<file path="config.mk">
export PLATFORM = sky130hd
export DESIGN_NAME = console_kp_ctrl
export DESIGN_NICKNAME = d
export VERILOG_FILES = /design/src/rtl/console_kp_pkg.sv /design/src/rtl/console_rst_sync.sv /design/src/rtl/console_kbd_unit.sv /design/src/rtl/console_prt_unit.sv /design/src/rtl/console_kp_ctrl.sv
export SDC_FILE = /design/constraint.sdc
export NUM_CORES = 1
export LEC_CHECK = 0
export ABC_AREA = 1
export BUFFER_PORTS_ARGS = -buffer_cell sky130_fd_sc_hd__buf_2
export CORE_ASPECT_RATIO = 1.5
export CORE_UTILIZATION = 48
export DETAILED_ROUTE_END_ITERATION = 10
export PLACE_DENSITY = 0.87
export SETUP_SLACK_MARGIN = 0.05
export SYNTH_ARGS = -nofsm -noshare
export SYNTH_HDL_FRONTEND = slang
export SYNTH_HIERARCHICAL = 1
export SYNTH_SLANG_ARGS = --single-unit
</file>
<file path="constraint.sdc">
create_clock -name clk -period 1.5 [get_ports clk]
set_input_delay 0.15 -clock clk [delete_from_list [all_inputs] [get_ports clk]]
set_output_delay 0.15 -clock clk [all_outputs]
set_load 0.02 [all_outputs]
</file>
<file path="src/rtl/console_kp_pkg.sv">
package console_kp_pkg;
  typedef enum logic [2:0] {
    KEY_DATA   = 3'd0,
    KEY_REQ    = 3'd1,
    KEY_RETURN = 3'd2,
    KEY_END    = 3'd3,
    KEY_CANCEL = 3'd4
  } key_kind_e;

  typedef enum logic [1:0] {
    SEL_KBD  = 2'd0,
    SEL_PRT  = 2'd1,
    SEL_LOAD = 2'd2,
    SEL_NONE = 2'd3
  } cmd_sel_e;

  // keyboard control byte bits
  localparam int KC_LAMP_REQ  = 5;
  localparam int KC_LAMP_PROC = 4;
  localparam int KC_EN_REQ    = 2;
  localparam int KC_EN_OTHER  = 1;
  localparam int KC_CLEAR     = 0;

  // printer control byte bits
  localparam int PC_PRINT = 7;
  localparam int PC_CR    = 6;
  localparam int PC_EN    = 2;
  localparam int PC_CLEAR = 0;

  // status byte bits
  localparam int ST_REQ_PEND    = 7;
  localparam int ST_ENDCAN_PEND = 6;
  localparam int ST_CANCEL      = 5;
  localparam int ST_END         = 4;
  localparam int ST_RETDAT_PEND = 3;
  localparam int ST_RETURN      = 2;
endpackage

</file>
<file path="src/rtl/console_rst_sync.sv">
module console_rst_sync #(
  parameter int STAGES = 2
) (
  input  logic clk,
  input  logic rst_n,
  output logic rst_sync_n
);
  logic [STAGES-1:0] chain_q;

  always_ff @(posedge clk or negedge rst_n) begin
    if (!rst_n) chain_q <= '0;
    else        chain_q <= {chain_q[STAGES-2:0], 1'b1};
  end

  assign rst_sync_n = chain_q[STAGES-1];
endmodule

</file>
<file path="src/rtl/console_kbd_unit.sv">
module console_kbd_unit
  import console_kp_pkg::*;
#(
  parameter int CHAR_W = 8
) (
  input  logic              clk,
  input  logic              rst_n,
  input  logic              ctl_we,
  input  logic [7:0]        ctl_byte,
  input  logic              key_valid,
  input  logic [2:0]        key_kind,
  input  logic [CHAR_W-1:0] key_char,
  output logic              lamp_req,
  output logic              lamp_proc,
  output logic              irq_key,
  output logic [7:0]        status,
  output logic [CHAR_W-1:0] char_q
);
  logic              lamp_req_q, lamp_req_d, lamp_proc_q, lamp_proc_d;
  logic              en_req_q, en_req_d, en_oth_q, en_oth_d;
  logic              req_pend_q, req_pend_d;
  logic              ec_pend_q, ec_pend_d;
  logic              rd_pend_q, rd_pend_d;
  logic              p_can_q, p_can_d, p_end_q, p_end_d, p_ret_q, p_ret_d;
  logic [CHAR_W-1:0] char_d, char_r;
  logic              clr;

  assign clr = ctl_we && ctl_byte[KC_CLEAR];

  always_comb begin
    lamp_req_d  = lamp_req_q;
    lamp_proc_d = lamp_proc_q;
    en_req_d    = en_req_q;
    en_oth_d    = en_oth_q;
    req_pend_d  = req_pend_q;
    ec_pend_d   = ec_pend_q;
    rd_pend_d   = rd_pend_q;
    p_can_d     = p_can_q;
    p_end_d     = p_end_q;
    p_ret_d     = p_ret_q;
    char_d      = char_r;
    if (ctl_we) begin
      lamp_req_d  = ctl_byte[KC_LAMP_REQ];
      lamp_proc_d = ctl_byte[KC_LAMP_PROC];
      en_req_d    = ctl_byte[KC_EN_REQ];
      en_oth_d    = ctl_byte[KC_EN_OTHER];
    end
    if (clr) begin
      req_pend_d = 1'b0;
      ec_pend_d  = 1'b0;
      rd_pend_d  = 1'b0;
    end
    if (key_valid) begin
      case (key_kind)
        KEY_DATA: begin
          char_d    = key_char;
          rd_pend_d = 1'b1;
          p_can_d   = 1'b0;
          p_end_d   = 1'b0;
          p_ret_d   = 1'b0;
        end
        KEY_REQ: req_pend_d = 1'b1;
        KEY_RETURN: begin
          rd_pend_d = 1'b1;
          p_can_d   = 1'b0;
          p_end_d   = 1'b0;
          p_ret_d   = 1'b1;
        end
        KEY_END: begin
          ec_pend_d = 1'b1;
          p_can_d   = 1'b0;
          p_end_d   = 1'b1;
          p_ret_d   = 1'b0;
        end
        KEY_CANCEL: begin
          ec_pend_d = 1'b1;
          p_can_d   = 1'b1;
          p_end_d   = 1'b0;
          p_ret_d   = 1'b0;
        end
        default: ;
      endcase
    end
  end

  always_ff @(posedge clk or negedge rst_n) begin
    if (!rst_n) begin
      lamp_req_q  <= 1'b0;
      lamp_proc_q <= 1'b0;
      en_req_q    <= 1'b0;
      en_oth_q    <= 1'b0;
      req_pend_q  <= 1'b0;
      ec_pend_q   <= 1'b0;
      rd_pend_q   <= 1'b0;
      p_can_q     <= 1'b0;
      p_end_q     <= 1'b0;
      p_ret_q     <= 1'b0;
      char_r      <= '0;
    end else begin
      lamp_req_q  <= lamp_req_d;
      lamp_proc_q <= lamp_proc_d;
      en_req_q    <= en_req_d;
      en_oth_q    <= en_oth_d;
      req_pend_q  <= req_pend_d;
      ec_pend_q   <= ec_pend_d;
      rd_pend_q   <= rd_pend_d;
      p_can_q     <= p_can_d;
      p_end_q     <= p_end_d;
      p_ret_q     <= p_ret_d;
      char_r      <= char_d;
    end
  end

  always_comb begin
    status                 = '0;
    status[ST_REQ_PEND]    = req_pend_q;
    status[ST_ENDCAN_PEND] = ec_pend_q;
    status[ST_CANCEL]      = p_can_q;
    status[ST_END]         = p_end_q;
    status[ST_RETDAT_PEND] = rd_pend_q;
    status[ST_RETURN]      = p_ret_q;
  end

  assign lamp_req  = lamp_req_q;
  assign lamp_proc = lamp_proc_q;
  assign char_q    = char_r;
  assign irq_key   = (req_pend_q && en_req_q) || ((ec_pend_q || rd_pend_q) && en_oth_q);

  // a request key always latches its pending flag
  p_req_latch_r5: assert property (@(posedge clk) disable iff (!rst_n)
    key_valid && key_kind == KEY_REQ |=> status[ST_REQ_PEND]);

  // a clear with no key event empties all key pending flags
  p_clear_pend_r6: assert property (@(posedge clk) disable iff (!rst_n)
    clr && !key_valid |=> status[ST_REQ_PEND] == 1'b0 && status[ST_ENDCAN_PEND] == 1'b0
                          && status[ST_RETDAT_PEND] == 1'b0);

  // the character only moves on a data key
  p_char_hold_r3: assert property (@(posedge clk) disable iff (!rst_n)
    !(key_valid && key_kind == KEY_DATA) |=> $stable(char_q));

  // at most one pressed bit is ever set
  p_pressed_onehot_r4: assert property (@(posedge clk) disable iff (!rst_n)
    $onehot0({status[ST_CANCEL], status[ST_END], status[ST_RETURN]}));
endmodule

</file>
<file path="src/rtl/console_prt_unit.sv">
module console_prt_unit
  import console_kp_pkg::*;
#(
  parameter int CHAR_W     = 8,
  parameter int PRT_CYCLES = 16
) (
  input  logic              clk,
  input  logic              rst_n,
  input  logic              ctl_we,
  input  logic [7:0]        ctl_byte,
  input  logic              load_we,
  input  logic [CHAR_W-1:0] load_char,
  output logic [CHAR_W-1:0] prt_char,
  output logic              prt_strobe,
  output logic              cr_strobe,
  output logic              busy,
  output logic              irq_prt
);
  localparam int CW = $clog2(PRT_CYCLES + 1);
  localparam logic [CW-1:0] LOAD_VAL = CW'(PRT_CYCLES);

  logic [CW-1:0]     cnt_q, cnt_d;
  logic [CHAR_W-1:0] char_r, char_d;
  logic              pstb_q, pstb_d, cstb_q, cstb_d;
  logic              en_q, en_d, pend_q, pend_d;
  logic              start_print, start_cr, finish;

  assign busy        = (cnt_q != '0);
  assign finish      = (cnt_q == CW'(1));
  assign start_print = ctl_we && ctl_byte[PC_PRINT] && !busy;
  assign start_cr    = ctl_we && ctl_byte[PC_CR] && !busy;

  always_comb begin
    cnt_d  = cnt_q;
    char_d = char_r;
    en_d   = en_q;
    pend_d = pend_q;
    pstb_d = start_print;
    cstb_d = start_cr;
    if (load_we) char_d = load_char;
    if (ctl_we) begin
      en_d = ctl_byte[PC_EN];
      if (ctl_byte[PC_CLEAR]) pend_d = 1'b0;
    end
    if (busy) cnt_d = cnt_q - CW'(1);
    if (finish) pend_d = 1'b1;
    if (start_print || start_cr) cnt_d = LOAD_VAL;
  end

  always_ff @(posedge clk or negedge rst_n) begin
    if (!rst_n) begin
      cnt_q  <= '0;
      char_r <= '0;
      pstb_q <= 1'b0;
      cstb_q <= 1'b0;
      en_q   <= 1'b0;
      pend_q <= 1'b0;
    end else begin
      cnt_q  <= cnt_d;
      char_r <= char_d;
      pstb_q <= pstb_d;
      cstb_q <= cstb_d;
      en_q   <= en_d;
      pend_q <= pend_d;
    end
  end

  assign prt_char   = char_r;
  assign prt_strobe = pstb_q;
  assign cr_strobe  = cstb_q;
  assign irq_prt    = pend_q && en_q;

  // a print strobe is always accompanied by a busy printer
  p_strobe_busy_r9: assert property (@(posedge clk) disable iff (!rst_n)
    prt_strobe |-> busy);

  // the last busy cycle ends in a pending printer flag
  p_done_pend_r9: assert property (@(posedge clk) disable iff (!rst_n)
    finish |=> pend_q && !busy);

  // a start request while busy produces no strobe
  p_busy_ignore_r11: assert property (@(posedge clk) disable iff (!rst_n)
    busy && ctl_we |=> !prt_strobe && !cr_strobe);

  // a clear outside a completion drops the pending flag
  p_clear_pend_r12: assert property (@(posedge clk) disable iff (!rst_n)
    ctl_we && ctl_byte[PC_CLEAR] && !finish |=> !pend_q);
endmodule

</file>
<file path="src/rtl/console_kp_ctrl.sv">
module console_kp_ctrl
  import console_kp_pkg::*;
#(
  parameter int PRT_CYCLES = 16
) (
  input  logic        clk,
  input  logic        rst_n,
  input  logic        cmd_valid,
  input  logic [1:0]  cmd_sel,
  input  logic [15:0] cmd_data,
  input  logic        key_valid,
  input  logic [2:0]  key_kind,
  input  logic [7:0]  key_char,
  output logic        lamp_request,
  output logic        lamp_proceed,
  output logic        irq,
  output logic [15:0] sense_word,
  output logic [7:0]  prt_char,
  output logic        prt_strobe,
  output logic        cr_strobe,
  output logic        prt_busy
);
  localparam int CHAR_W = 8;

  logic              rst_i_n;
  logic              kbd_we, prt_we, load_we;
  logic              irq_key, irq_prt;
  logic [7:0]        kbd_status;
  logic [CHAR_W-1:0] kbd_char;

  console_rst_sync #(.STAGES(2)) u_rst (
    .clk        (clk),
    .rst_n      (rst_n),
    .rst_sync_n (rst_i_n)
  );

  assign kbd_we  = cmd_valid && (cmd_sel == SEL_KBD);
  assign prt_we  = cmd_valid && (cmd_sel == SEL_PRT);
  assign load_we = cmd_valid && (cmd_sel == SEL_LOAD);

  console_kbd_unit #(.CHAR_W(CHAR_W)) u_kbd (
    .clk       (clk),
    .rst_n     (rst_i_n),
    .ctl_we    (kbd_we),
    .ctl_byte  (cmd_data[7:0]),
    .key_valid (key_valid),
    .key_kind  (key_kind),
    .key_char  (key_char),
    .lamp_req  (lamp_request),
    .lamp_proc (lamp_proceed),
    .irq_key   (irq_key),
    .status    (kbd_status),
    .char_q    (kbd_char)
  );

  console_prt_unit #(.CHAR_W(CHAR_W), .PRT_CYCLES(PRT_CYCLES)) u_prt (
    .clk        (clk),
    .rst_n      (rst_i_n),
    .ctl_we     (prt_we),
    .ctl_byte   (cmd_data[7:0]),
    .load_we    (load_we),
    .load_char  (cmd_data[15:8]),
    .prt_char   (prt_char),
    .prt_strobe (prt_strobe),
    .cr_strobe  (cr_strobe),
    .busy       (prt_busy),
    .irq_prt    (irq_prt)
  );

  assign sense_word = {kbd_char, kbd_status};
  assign irq        = irq_key || irq_prt;

  // the status byte never shows the unused low bits
  p_status_unused_r1: assert property (@(posedge clk) disable iff (!rst_i_n)
    sense_word[1:0] == 2'b00);

  // a load-output command lands the high byte on prt_char
  p_load_high_r8: assert property (@(posedge clk) disable iff (!rst_i_n)
    load_we |=> prt_char == $past(cmd_data[15:8]));
endmodule

</file>
==> qor.csv <==
metric,value,unit
Syn Inst Count,173,
MaxCap Viol Count,0,
Yosys top cell area share,55.4,%
Site Rows,25,
Via-to-Cell Ratio,4.96,
Ports,63,
DP Area,0.00195,mm2
Final Hold Vio Count,0,
RSZ-0062 raised after global routing,no,
Synth top cells by count,"nand2_1, dfrtp_1, inv_1, nand4_1",
drt pass-1 iters,4,
Util after Layout,64.5,%
post-synthesis adder-cell area fraction,1.50,%
antenna cells,0,
post-synth design cell area,0.00167,mm2
fin crit share,93.1,%
Comb pwr share,34.4,%
H-tree lvl count,2,
synth warn,6,
"Design Area, Final",0.00208,mm2
RePlAce Congestion,0.747,
outcome,completed,
IO buf count,59,
grt ovf,0,
Chip Height,74.3,um
Compound-Gate Fraction of Synth Area,3.75,%
filler instances,294,
P per Cell Area,1480,mW/mm2
number of buffers created by CTS,5,
Hold Path Class,in -> reg,
Critical Path Start Type,flip-flop,
CTS max path bufs,2,
Async SR Flop Fraction,100,%
sw frac,36.7,%
antenna violations before repair,0,
combinational family with the most area after synthesis,simple AND/OR/NAND/NOR gates,
layout cells sized above 1,39.1,%
Initial DRC Count,16,
nature of the critical path endpoint,primary output,
area taken by multi-input logic gates,612,um2
kind of critical path,reg -> out,
multiplexer share of the synthesized area,6.07,%
Post-Route WL,3390,um
"Area growth, synth to finish",24.5,%
setup TNS,0,ns
Clock power frac,21.5,%
fmax,0.716,GHz
hpwl dp,2490,um
CP Data Arrival Time,1.25,ns
CP Cell Sequence,o21ai_1 > nand2_1 > or2_1 > buf_2,
pin count of the biggest net entering global routing,36,
Worst VDD drop,0.883,mV
wire per inst,12.3,um
part of the power in registers,44.1,%
"Clk Latency, worst-skew pair",0.28,ns
post-synthesis cell type count,22,
root buffer cell,clkbuf_8,
vias in the first global route,1344,
GRT Resource Usage Total,19.8,%
DRT antenna net count,0,
Int Pwr,0.00194,W
"Req. time, crit path",1.35,ns
largest area contributor in the netlist,dfrtp_1,
"Seq/Total Area, Yosys",55.4,%
first-pass GRT wire length,5540,um
critical path peak fanout,3,
Starting Density,51.8,%
nets,269,
Vias,1364,
Register Area,926,um2
Post-Synth XOR/XNOR Area,0,%
prevailing post-synth register cell,dfrtp_1,
LEAKAGE,1.13,nW
simple-gate share of the synthesized area,23.9,%
CTS tree,done,
DRC viols,0,
"count leader, synth",nand2_1,
Clock Skews,0.00372,ns
Die Wd,50.2,um
CP max stage delay,0.40,ns
Yosys reg bits,37,
Final Setup Violations,0,
switching pwr,0.00113,W
CTS sink cnt,37,
minimum clock period,1.40,ns
Syn Area/Cell,9.66,um2
slowest library cell on the worst path,dfrtp_1,
Synth area leaders,"dfrtp_1, nand2_1, mux2_2",
Post-synth EDFFs,0,
Reg2Reg Setup Slack,0.23,ns
die area,0.00372,mm2
Core Area,0.00322,mm2
fin. max-slew vios,0,
"Reg clk slew, reported paths",0.07,ns
==> path summary, 6_finish.rpt <==
check	start	end	depth (start not counted)
max reg2reg	u_prt/cnt_q[1]	u_prt/cnt_q[1]	8
min in group asynchronous	rst_n	u_rst/chain_q[0]	2
min reg2reg	u_rst/chain_q[1]	u_kbd/lamp_proc	1
max	u_kbd/rd_pend_q	irq	4
max in group asynchronous	u_rst/chain_q[1]	u_prt/cnt_q[2]	1
min	cmd_data[1]	u_kbd/en_oth_q	3
==> state kept, by name (all words and copies together) (netlist names) <==
signal	count
u_kbd/p_ret_q	1
u_kbd/req_pend_q	1
u_prt/pend_q	1
u_kbd/char_q	8
u_kbd/lamp_proc	1
u_kbd/en_oth_q	1
u_kbd/p_end_q	1
u_prt/en_q	1
u_kbd/ec_pend_q	1
u_prt/prt_char	8
u_prt/cnt_q	5
u_rst/chain_q	2
u_kbd/rd_pend_q	1
u_kbd/lamp_req	1
u_kbd/en_req_q	1
u_prt/prt_strobe	1
u_prt/cr_strobe	1
u_kbd/p_can_q	1
==> critical path, delay by kind of cell (launching register included) <==
family | cells | cell delay, ns
buffers and inverters | 1 | 0.16
flip-flops | 1 | 0.40
AO/OA/AOI/OAI | 1 | 0.14
AND/OR/NAND/NOR | 2 | 0.27
==> metrics by stage <==
step | instances | total power (W) | setup slack, ns | hold WS (ns)
global route | 275 | 0.00328 | 0.0585 | 0.0810
floorplan | 174 | 0.00207 | 0.244 | -0.146
CTS | 274 | 0.00307 | 0.0749 | 0.0696
detailed placement | 264 | 0.00233 | 0.176 | -0.0629
finish | 275 | 0.00307 | 0.104 | 0.0796
global placement | 264 | 0.00229 | 0.210 | -0.0643
==> placed cells by master, fill, tap and decap left out, drive strengths merged <==
cell         instances
nand3                8
o21ai               10
buf                 64
dfrtp               37
or2                  1
clkinv               2
inv                 16
o31ai                1
ha                   2
nand4               11
nand2               53
dlygate4sd3          1
conb                 3
clkinvlp             1
a21oi                1
clkbuf               5
mux2                 9
nor2                10
==> what timing repair did <==
item,4_1_cts,5_1_grt
endpoints found under the hold margin,2,0
pin swaps,0,1
hold buffers,1,0
setup endpoints to repair,2,1
gates resized for setup,5,1
buffers inserted,1,1
==> layer usage <==
| layer | GRT usage, % | up-vias | share of wire [%] | routed length, um |
|---|---|---|---|---|
| met3 | 5.73 | 6 | 5.0 | 168 |
| met5 | 0 | - | 0 | 0 |
| met4 | 7.62 | 0 | 1.2 | 42 |
| li1 | - | 667 | - | - |
| met2 | 38.1 | 46 | 55 | 1860 |
| met1 | 19.6 | 645 | 39 | 1320 |
==> area by class of cell <==
type,count,share of cell area (%)
flip-flops and latches,37,44.5
multi-input cells,109,29.4
repair buffers,65,16.6
clock buffers,5,3.31
inverters,16,2.89
well taps,40,2.41
clock inverters,3,0.842
==> power groups by stage <==
| stage | registers, W | clock network, W | logic [W] |
|---|---|---|---|
| final | 0.00135 | 0.000660 | 0.00106 |
| after global routing | 0.00138 | 0.000721 | 0.00118 |
| after CTS | 0.00135 | 0.000688 | 0.00103 |
| after detailed placement | 0.00138 | 0 | 0.000953 |
| after global placement | 0.00137 | 0 | 0.000921 |
| after floorplan | 0.00149 | 0 | 0.000580 |
==> kinds of logic after synthesis <==
family,Yosys count
adders and majority gates,2
muxes,9
and+or+nand+nor,83
AOI/OAI and AO/OA,12
DFF,37
other,2
buffers and inverters,28
No activity file was read; power rests on OpenSTA's default activity.
